--- config.mk ---
export PLATFORM = sky130hd
export DESIGN_NAME = toggle_pwm_timer
export DESIGN_NICKNAME = d
export VERILOG_FILES = /design/src/rtl/toggle_pwm_timer.sv
export SDC_FILE = /design/constraint.sdc
export NUM_CORES = 1
export LEC_CHECK = 0
export BUFFER_PORTS_ARGS = -buffer_cell sky130_fd_sc_hd__buf_2
export CORE_MARGIN = 4
export CORE_UTILIZATION = 39
export CTS_BUF_LIST = sky130_fd_sc_hd__clkbuf_4
export DETAILED_ROUTE_END_ITERATION = 8
export PLACE_DENSITY = 0.62
export SYNTH_ARGS = -nofsm -noshare
export SYNTH_HDL_FRONTEND = slang
export SYNTH_SLANG_ARGS = --single-unit
export TNS_END_PERCENT = 5
--- constraint.sdc ---
create_clock -name clk -period 4.3 [get_ports clk]
set_input_delay 0.43 -clock clk [delete_from_list [all_inputs] [get_ports clk]]
set_output_delay 0.43 -clock clk [all_outputs]
set_load 0.02 [all_outputs]
--- src/rtl/toggle_pwm_timer.sv ---
module toggle_pwm_timer #(
  parameter int CW = 16,
  parameter int AW = 3
) (
  input  logic          clk,
  input  logic          rst_n,
  input  logic          cnt_en,
  input  logic          wr_en,
  input  logic [AW-1:0] wr_addr,
  input  logic [CW-1:0] wr_data,
  output logic          pwm_out
);

  localparam logic [AW-1:0] A_CMP_LO = AW'(0);
  localparam logic [AW-1:0] A_CMP_HI = AW'(1);
  localparam logic [AW-1:0] A_PRE_LO = AW'(2);
  localparam logic [AW-1:0] A_PRE_HI = AW'(3);
  localparam logic [AW-1:0] A_CTRL   = AW'(4);

  logic [CW-1:0] cnt, cmp_lo, cmp_hi, pre_lo, pre_hi;
  logic          flag, hi_sel;
  logic          oe, inv, pre_en;

  wire [CW-1:0] cur_cmp = hi_sel ? cmp_hi : cmp_lo;
  wire          match   = cnt_en && (cnt == cur_cmp);
  wire          wr_clo  = wr_en && (wr_addr == A_CMP_LO);
  wire          wr_chi  = wr_en && (wr_addr == A_CMP_HI);

  assign pwm_out = oe & (flag ^ inv);

  always_ff @(posedge clk) begin
    if (!rst_n) begin
      cnt    <= '0;
      flag   <= 1'b0;
      hi_sel <= 1'b0;
    end else if (match) begin
      cnt    <= '0;
      flag   <= ~flag;
      hi_sel <= ~hi_sel;
    end else if (cnt_en) begin
      cnt    <= cnt + 1'b1;
    end
  end

  always_ff @(posedge clk) begin
    if (!rst_n) begin
      cmp_lo <= '0;
      cmp_hi <= '0;
      pre_lo <= '0;
      pre_hi <= '0;
      oe     <= 1'b0;
      inv    <= 1'b0;
      pre_en <= 1'b0;
    end else begin
      if (wr_en && wr_addr == A_PRE_LO) pre_lo <= wr_data;
      if (wr_en && wr_addr == A_PRE_HI) pre_hi <= wr_data;
      if (wr_en && wr_addr == A_CTRL) begin
        oe     <= wr_data[0];
        inv    <= wr_data[1];
        pre_en <= wr_data[2];
      end
      if (wr_clo)                              cmp_lo <= wr_data;
      else if (match && hi_sel && pre_en)      cmp_lo <= pre_lo;
      if (wr_chi)                              cmp_hi <= wr_data;
      else if (match && !hi_sel && pre_en)     cmp_hi <= pre_hi;
    end
  end

  p_hold_r10: assert property (@(posedge clk) disable iff (!rst_n)
    !cnt_en |=> $stable(cnt) && $stable(flag));

  p_toggle_on_match_r3: assert property (@(posedge clk) disable iff (!rst_n)
    (cnt_en && cnt == cur_cmp) |=> (flag != $past(flag)) && (cnt == '0));

  p_count_up_r2: assert property (@(posedge clk) disable iff (!rst_n)
    (cnt_en && cnt != cur_cmp) |=> $stable(flag) && (cnt == $past(cnt) + 1'b1));

  p_reload_hi_r7: assert property (@(posedge clk) disable iff (!rst_n)
    (cnt_en && pre_en && !hi_sel && cnt == cmp_lo && !wr_chi) |=> cmp_hi == $past(pre_hi));

  p_no_reload_r8: assert property (@(posedge clk) disable iff (!rst_n)
    (!pre_en && !wr_en) |=> $stable(cmp_lo) && $stable(cmp_hi));

endmodule

* After elaboration in Yosys (flattened, before gate mapping)
Index checks and enable logic that the tools add are counted.
** Storage, ports and cells
- Register bits :: 85
- Bits of input ports :: 23
- Logic and storage cells :: 41
** Operators by class
- $add $sub $neg :: 1
- Eq/ne operators :: 5
- Muxes and demuxes :: 5
- Bitwise gates (word level) :: 5
- Reductions and logical operators :: 15
** Operator list (number)
- 16-bit 2-to-1 mux :: 5
- 16-bit by 1-bit adder with 16-bit output, second input constant :: 1
- 16-bit == test :: 1
- 1-bit logical AND :: 10
- 3-bit by 2-bit == test with 1-bit output, second input constant :: 2
- 2-bit nonzero test :: 2
- 3-bit by 1-bit == test with 1-bit output, second input constant :: 1
- 3-bit == test, second input constant :: 1
- 3-bit zero test :: 1
- 1-bit NOT :: 3
- 2-bit OR reduction :: 1
- 1-bit bitwise AND :: 1
- 1-bit zero test :: 1
- 1-bit bitwise XOR :: 1

* Longest topological paths before layout
Gate-level depths: netlist (run 1).
- Depth in word-level cells :: 7
- Depth in mapped cells :: 10

* Least setup slack after synthesis (run 1)
No wires, ideal clock.
- Kind :: flip-flop to flip-flop
- Start point :: register hi_sel
- End point :: register cmp_hi[12]
- Library setup time :: 124 ps
- Arrival :: 1999 ps
- Setup slack :: 2177 ps
- Cell stages (with the launch flop) :: 10
- Buffers on the path :: 3
- Period minus slack after synthesis :: 2123 ps
- Cells stage by stage :: dfxtp_1 -> buf_6 -> mux2_4 -> a222oi_1 -> and4_1 -> buf_2 -> nand4_4 -> buf_2 -> nor4_1 -> nor3_1
** On the way
- Cells in the longest elaborated chain, start to end :: 6
- Elaborated cells between the ends (all ways) :: 7
- Those cells by class :: 1 x eq/ne; 1 x mux; 5 x reduce/logical
** Ends and longest elaborated chain
- from (decl) :: line 21 : logic flag, hi_sel;
- from (signal assigned) :: line 39 : hi_sel <= ~hi_sel;
- 16-bit 2-to-1 mux :: line 24 : wire [CW-1:0] cur_cmp = hi_sel ? cmp_hi : cmp_lo;
- 16-bit == test :: line 25 : wire match = cnt_en && (cnt == cur_cmp);
- 1-bit logical AND :: line 25
- 1-bit logical AND (*) (2 in a row) :: line 65 : else if (match && !hi_sel && pre_en) cmp_hi <= pre_hi;
- 2-bit nonzero test (no source line) (*)
- to (signal assigned) :: line 64 : if (wr_chi) cmp_hi <= wr_data;
- to (signal assigned) :: line 65
- to (decl) :: line 20 : logic [CW-1:0] cnt, cmp_lo, cmp_hi, pre_lo, pre_hi;
Every way passes the cells marked *; elsewhere a longest branch is shown, timed or not.
A chain may end at the register's enable or synchronous reset.

* Final worst setup path (run 1)
- Start point :: register hi_sel
- End point :: register cmp_lo[2]
** On the way
- Cells in the longest elaborated chain, start to end :: 6
** Ends and longest elaborated chain
- 16-bit 2-to-1 mux :: line 24
- 16-bit == test :: line 25
- 1-bit logical AND :: line 25
- 1-bit logical AND (*) (2 in a row) :: line 63 : else if (match && hi_sel && pre_en) cmp_lo <= pre_lo;
- 2-bit nonzero test (no source line) (*)
- to (signal assigned) :: line 62 : if (wr_clo) cmp_lo <= wr_data;
- to (signal assigned) :: line 63
- to (decl) :: line 20
Marked as above.

==> results of run 1 <==
[how the worst max path moves through the flow]
stage / endpoint / slack (ns) / depth (start not counted)
5_1_grt: cmp_lo[2] / 0.74 / 8
2_1_floorplan: cmp_hi[12] / 2.18 / 9
6_report: cmp_lo[2] / 0.97 / 8
4_1_cts: cmp_lo[2] / 1.02 / 8
3_5_place_dp: cmp_lo[2] / 1.06 / 8
3_3_place_gp: cmp_lo[9] / 1.23 / 8
[cells in the final DEF (no fill, tap or decap), types with 3 or more instances in the layout]
cell / instances
o21ai_0: 49
inv_6: 3
o31a_1: 3
a21oi_1: 3
clkbuf_4: 9
xnor2_1: 18
and4_1: 3
nor3_1: 16
dfxtp_1: 85
and3_1: 18
nor2b_1: 5
xor2_1: 13
buf_2: 23
buf_4: 4
a21boi_0: 32
nor2_1: 37
o21a_1: 16
inv_1: 5
and2_1: 3
mux2i_1: 18
nand2_1: 76
nor4_1: 16
nand3_1: 19
a31oi_1: 13
[critical path, stage by stage (launching register included)]
cell and delay [ns]:
dfxtp_1 0.60, buf_4 0.38, mux2i_1 0.28, xor2_1 0.16
and4_1 0.61, nand4_4 0.40, buf_4 0.38, o31a_1 0.31
a21oi_1 0.13
[report_power, final]
group / internal, W / switching (W)
sequential: 0.000814 / 0.0000270
combinational: 0.0000911 / 0.000159
clock: 0.000128 / 0.000296
[registers in the layout, indices dropped and copies added, names as in the netlist]
signal	count
inv	1
pre_en	1
oe	1
cnt	16
pre_hi	16
flag	1
cmp_hi	16
pre_lo	16
cmp_lo	16
hi_sel	1
[synthesized netlist by cell type, types with 2 or more instances]
| master | instances | area share |
|---|---|---|
| a21boi_0 | 32 | 0.058 |
| a21oi_1 | 3 | 0.0036 |
| a31oi_1 | 13 | 0.020 |
| and2_1 | 3 | 0.0045 |
| and3_1 | 18 | 0.027 |
| and4_1 | 3 | 0.0063 |
| buf_2 | 5 | 0.0060 |
| buf_6 | 5 | 0.014 |
| clkbuf_1 | 31 | 0.028 |
| dfxtp_1 | 85 | 0.41 |
| inv_1 | 5 | 0.0045 |
| mux2i_1 | 18 | 0.043 |
| nand2_1 | 76 | 0.069 |
| nand3_1 | 19 | 0.023 |
| nand4_1 | 2 | 0.0030 |
| nor2_1 | 38 | 0.034 |
| nor2b_1 | 5 | 0.0075 |
| nor3_1 | 16 | 0.019 |
| nor4_1 | 16 | 0.024 |
| nor4_2 | 2 | 0.0060 |
| o21a_1 | 16 | 0.029 |
| o21ai_0 | 49 | 0.059 |
| o31a_1 | 3 | 0.0063 |
| or2_2 | 2 | 0.0030 |
| xnor2_1 | 18 | 0.038 |
| xor2_1 | 13 | 0.027 |
[layer usage]
metal  vias up  global-route usage  wire length, um
li1       1736                   -                -
met1      1633              0.2324             5046
met2        74              0.2435             4420
met3        11             0.03766              343
met4         0             0.04217              135
met5         -                   0                0
[final cells by class]
| class | instances | area [um^2] | area share |
|---|---|---|---|
| multi-input cells | 373 | 2228 | 0.5078 |
| clock buffers | 9 | 67.56 | 0.01540 |
| well taps | 136 | 170.2 | 0.03878 |
| flip-flops and latches | 85 | 1702 | 0.3878 |
| clock inverters | 7 | 56.30 | 0.01283 |
| inverters | 5 | 18.77 | 0.004277 |
| repair buffers | 27 | 145.1 | 0.03308 |
[cell families after synthesis]
| group | Yosys count | share of synthesized area |
|---|---|---|
| DFF | 85 | 0.4106 |
| buffers and inverters | 46 | 0.05223 |
| adders and majority gates | 1 | 0.003019 |
| xor gates and xnor gates | 31 | 0.06552 |
| muxes | 20 | 0.04982 |
| AOI/OAI and AO/OA | 118 | 0.1797 |
| and+or+nand+nor | 203 | 0.2391 |
[per-stage QoR]
stage                     setup WS (ns)  hold WS, ns  cells
after floorplan                   2.177       0.4392    504
after global placement            1.235       0.4495    626
after global routing             0.7436       0.2159    642
final                            0.9712       0.2594    642
after CTS                         1.021       0.2197    642
after detailed placement          1.065       0.4576    626
==> results.yml, run 1 <==
run_status:
  run_status: "finished clean"
placement:
  place_hpwl_mm: 6.560
  globalplace.congestion: 0.7852
  placed_area_mm2: 0.004264
  numPortBuffers: 23
hold_path:
  min_from: "wr_data[9]"
  holdPathStages: 3
  min_path_type: "primary input to register"
  holdPathEnd: "pre_hi[9]"
finish:
  layout-drive-gt1-share: 0.1028
  final_util: 0.4250
  diodes: 0
  areaGrowthSynthToFinish_pct: 5.888
  fillCellCount: 1080
  design_area_mm2: 0.004388
  final_nets: 525
critical_path:
  rr_worst_depth: 8
  r2r_setup_slack_ns: 0.97
  crit_arrival_ns: 3.69
  r2r-start: "hi_sel"
  setup.worst_path.class: "register to register"
  r2r_end: "cmp_lo[2]"
  cp-start-kind: "register"
  cp_data_required_time_ns: 4.66
  cp_max_fo: 31
  cp-end-kind: "register"
  crit_start: "hi_sel"
job:
  maxCapViolations: 0
timing:
  grt_setup_unrepaired: "false"
  period_share: 0.7741
  setup_violations: 0
  tns_ns: 0
  tightestPinTransition_ns: 1.262
  period_needed_ns: 3.329
  slew_viol_final: 0
  fin_worst_skew_ns: 0.01786
  hold_viol_final: 0
  fmax_mhz: 300.4
  maxSlewHeadroom: 0.1587
grt:
  grt_pass1_vias: 3163
  grt_max_degree: 71
  grt_pass1_wl_mm: 16.46
  track_usage: 0.1616
  grt_antenna_before_repair: 0
  grt-ovfl-total: 0
drt:
  drc: 0
  vias: 3454
  antenna_left: 0
  drt-wirelength-per-cell_um: 15.49
  via_per_inst: 5.380
  wl_mm: 9.946
  first_pass_iters: 5
  drt-initial-drc-count: 269
clock_network:
  cts_made_buffers: 9
  h-tree-depth: 3
  clk_latency_ns: 0.43
  cts_sinks: 85
  path_clk_slew_ns: 0.15
  cts_tree: "yes"
  cts_root_buf: "clkbuf_4"
  cts_resized: 0
  holdBufCountCts: 0
  postCtsSetupRepairBufs: 0
  clk_path_buf_depth: 2
logic_synthesis:
  syn_area_mm2: 0.004144
  ys_ff_latch: 85
  ys_warn_count: 0
  synth-main-ff-cell: "dfxtp_1"
  syn_nets: 528
  synth_cell_types: 34
  yosysSeqAreaShare: 0.4106
  syn_area_per_cell_um2: 8.222
  syn_inst: 504
  synth-async-reset-ratio: 0
  synth-edff-count: 0
power_and_ir_drop:
  vdd_drop_max_v: 0.0001409
  p_leak_nw: 1.455
  total_power_w: 0.001516
  power.density_mw_per_mm2: 345.5
die:
  ioPinCount: 24
  core-area_mm2: 0.01032
  die_area_mm2: 0.01234
  start_util: 0.4014
  die_h_um: 111.1
  die_w_um: 111.1
  row_count: 37
(Power assumes the default switching activity.)
==> run 2, diff against run 1 <==
--- a/config.mk
+++ b/config.mk
@@ -5,12 +5,13 @@
 export SDC_FILE = /design/constraint.sdc
 export NUM_CORES = 1
 export LEC_CHECK = 0
+export ABC_AREA = 1
 export BUFFER_PORTS_ARGS = -buffer_cell sky130_fd_sc_hd__buf_2
 export CORE_MARGIN = 4
 export CORE_UTILIZATION = 39
 export CTS_BUF_LIST = sky130_fd_sc_hd__clkbuf_4
 export DETAILED_ROUTE_END_ITERATION = 8
-export PLACE_DENSITY = 0.62
+export PLACE_DENSITY = 0.64
 export SYNTH_ARGS = -nofsm -noshare
 export SYNTH_HDL_FRONTEND = slang
 export SYNTH_SLANG_ARGS = --single-unit
==> constraint.sdc (replaced) <==
create_clock -name clk -period 3 [get_ports clk]
set_input_delay 0.3 -clock clk [delete_from_list [all_inputs] [get_ports clk]]
set_output_delay 0.3 -clock clk [all_outputs]
set_load 0.02 [all_outputs]
==> run 2 against run 1 <==
  * Worst hold slack got worse by 0.11 ns
  * Worst setup slack got worse by 0.41 ns
  * Highest routed layer unchanged
  * Routed wire length fell by 11%
  * Utilization rose by 0.17 points
  * Via count rose by 7.0%
  * Cell count rose by 19%
  * Sequential power rose by 43%
  * Total power rose by 40%
  * Sequential cell count did not move
  * Die area rose by 0.25%
==> results.yml, run 2 <==
run_status:
  run_status: "finished clean"
timing:
  fin_worst_skew_ns: 0.01034
  maxSlewHeadroom: 0.3412
  worst_slack_ns: 0.5588
  period_needed_ns: 2.441
  slew_viol_final: 0
  hold_viol_final: 0
  grt_setup_unrepaired: "false"
  period_share: 0.8137
  tns_ns: 0
  fmax_mhz: 409.6
  tightestPinTransition_ns: 0.9854
  setup_violations: 0
critical_path:
  cp-end-kind: "register"
  cp-start-kind: "register"
  cp_max_fo: 20
  r2r_setup_slack_ns: 0.56
  crit_arrival_ns: 2.76
  setup.worst_path.class: "register to register"
  cp_data_required_time_ns: 3.31
logic_synthesis:
  synthTopCellsByCount: "nand2_1 (151), dfxtp_1 (85), inv_1 (76)"
  ys_warn_count: 0
  synth-edff-count: 0
  syn_nets: 647
  syn_area_per_cell_um2: 6.670
  synth_cell_types: 31
  syn_area_mm2: 0.004155
  synthTopCellsByArea: "dfxtp_1 (41%), nand2_1 (14%), a21oi_1 (8.8%)"
  ys_ff_latch: 85
  yosysSeqAreaShare: 0.4095
  yosys.area.top_type: "dfxtp_1"
  synth_most_common_cell: "nand2_1"
  synth-main-ff-cell: "dfxtp_1"
  synth_top_cell_area_share: 0.4095
  syn_inst: 623
  synth-async-reset-ratio: 0
placement:
  dp_cells: 752
  globalplace.congestion: 0.8019
  place_hpwl_mm: 6.286
  numPortBuffers: 23
  dp_slack_ns: 0.6094
clock_network:
  cts_resized: 0
  cts_sinks: 85
  cts_root_buf: "clkbuf_4"
  h-tree-depth: 3
  clk_latency_ns: 0.42
  holdBufCountCts: 0
  clk_path_buf_depth: 2
  postCtsSetupRepairBufs: 0
  cts_made_buffers: 9
  cts_tree: "yes"
  path_clk_slew_ns: 0.12
job:
  maxCapViolations: 0
drt:
  drt-wirelength-per-cell_um: 11.57
  antenna_left: 0
  wl_mm: 8.850
  vias: 3697
  drc: 0
  via_per_inst: 4.833
  first_pass_iters: 4
  drt-initial-drc-count: 223
hold_path:
  min_path_type: "primary input to register"
power_and_ir_drop:
  vdd_drop_max_v: 0.0002693
  power.density_mw_per_mm2: 479.5
  p_leak_nw: 1.821
finish:
  layout_common_cells: "nand2_1 (151), dfxtp_1 (85), inv_1 (76), a21oi_1 (73), o21ai_0 (68)"
  fin_cells: 765
  areaGrowthSynthToFinish_pct: 6.504
  final_nets: 651
  layout-drive-gt1-share: 0.07325
  multiInputGateArea_mm2: 0.002001
  final-seq-area_mm2: 0.001702
  layout_commonest_cell: "nand2_1"
  fillCellCount: 1143
grt:
  grt_pass1_vias: 3266
  grt_max_degree: 65
  grt-ovfl-total: 0
  grt_pass1_wl_mm: 15.07
  track_usage: 0.1463
  grt_antenna_before_repair: 1
die:
  die_area_mm2: 0.01237
  die_h_um: 111.2
  ioPinCount: 24
  core-area_mm2: 0.01037
  die_w_um: 111.2
  start_util: 0.4007
  row_count: 37
run 2: cells by family after synthesis:
kind of cell               count (synthesis)  share of synthesized area
buffers and inverters                    112                     0.1090
and+or+nand+nor                          267                     0.2770
DFF                                       85                     0.4095
adders and majority gates                  1                   0.003011
xor gates and xnor gates                  11                    0.02319
AOI/OAI and AO/OA                        147                     0.1783
run 2: where the power goes:
group          switching (W)  total (W)  internal, W
Clock               0.000364   0.000598     0.000234
Sequential         0.0000264    0.00120      0.00117
Combinational       0.000222   0.000325     0.000103
run 2: path summary, 6_finish.rpt:
path	start	depth (start not counted)	endpoint
setup / recovery	hi_sel	13	cmp_hi[12]
hold / removal	wr_data[9]	3	pre_lo[9]
setup reg to reg	hi_sel	13	cmp_hi[12]
hold reg to reg	pre_hi[1]	2	pre_hi[1]
run 2: per-layer routing:
metal	up-vias	GRT usage	routed length, um
li1	1998	-	-
met1	1623	0.2083	4642
met2	62	0.2179	3746
met3	14	0.02129	280
met4	0	0.06650	180
met5	-	0	0
run 2: final cells by class:
cell class | instances | area share
repair buffers | 28 | 0.03449
clock inverters | 3 | 0.009330
flip-flops and latches | 85 | 0.3845
inverters | 77 | 0.06531
well taps | 136 | 0.03845
diodes | 1 | 0.0005655
multi-input cells | 426 | 0.4521
clock buffers | 9 | 0.01527
run 2: worst max-delay path, stage by stage, from the launching register on:
cell     delay, ns
dfxtp_1       0.33
inv_1         0.40
nand2_1       0.17
nand2_1       0.09
nand2_1       0.05
nand2_1       0.06
nand2_1       0.05
nor2_1        0.09
nand2_1       0.09
nor2_4        0.15
nand4_2       0.29
buf_4         0.33
a21oi_1       0.17
nor2_1        0.08
run 2: metrics by stage:
step / area [um^2] / power, W / hold slack, ns / util
global placement: 4314 / 0.001543 / 0.4325 / 0.4160
global route: 4425 / 0.002256 / 0.1112 / 0.4268
CTS: 4423 / 0.002151 / 0.1136 / 0.4265
detailed placement: 4314 / 0.001552 / 0.4351 / 0.4160
floorplan: 4155 / 0.001496 / 0.4237 / -
finish: 4425 / 0.002122 / 0.1469 / 0.4268
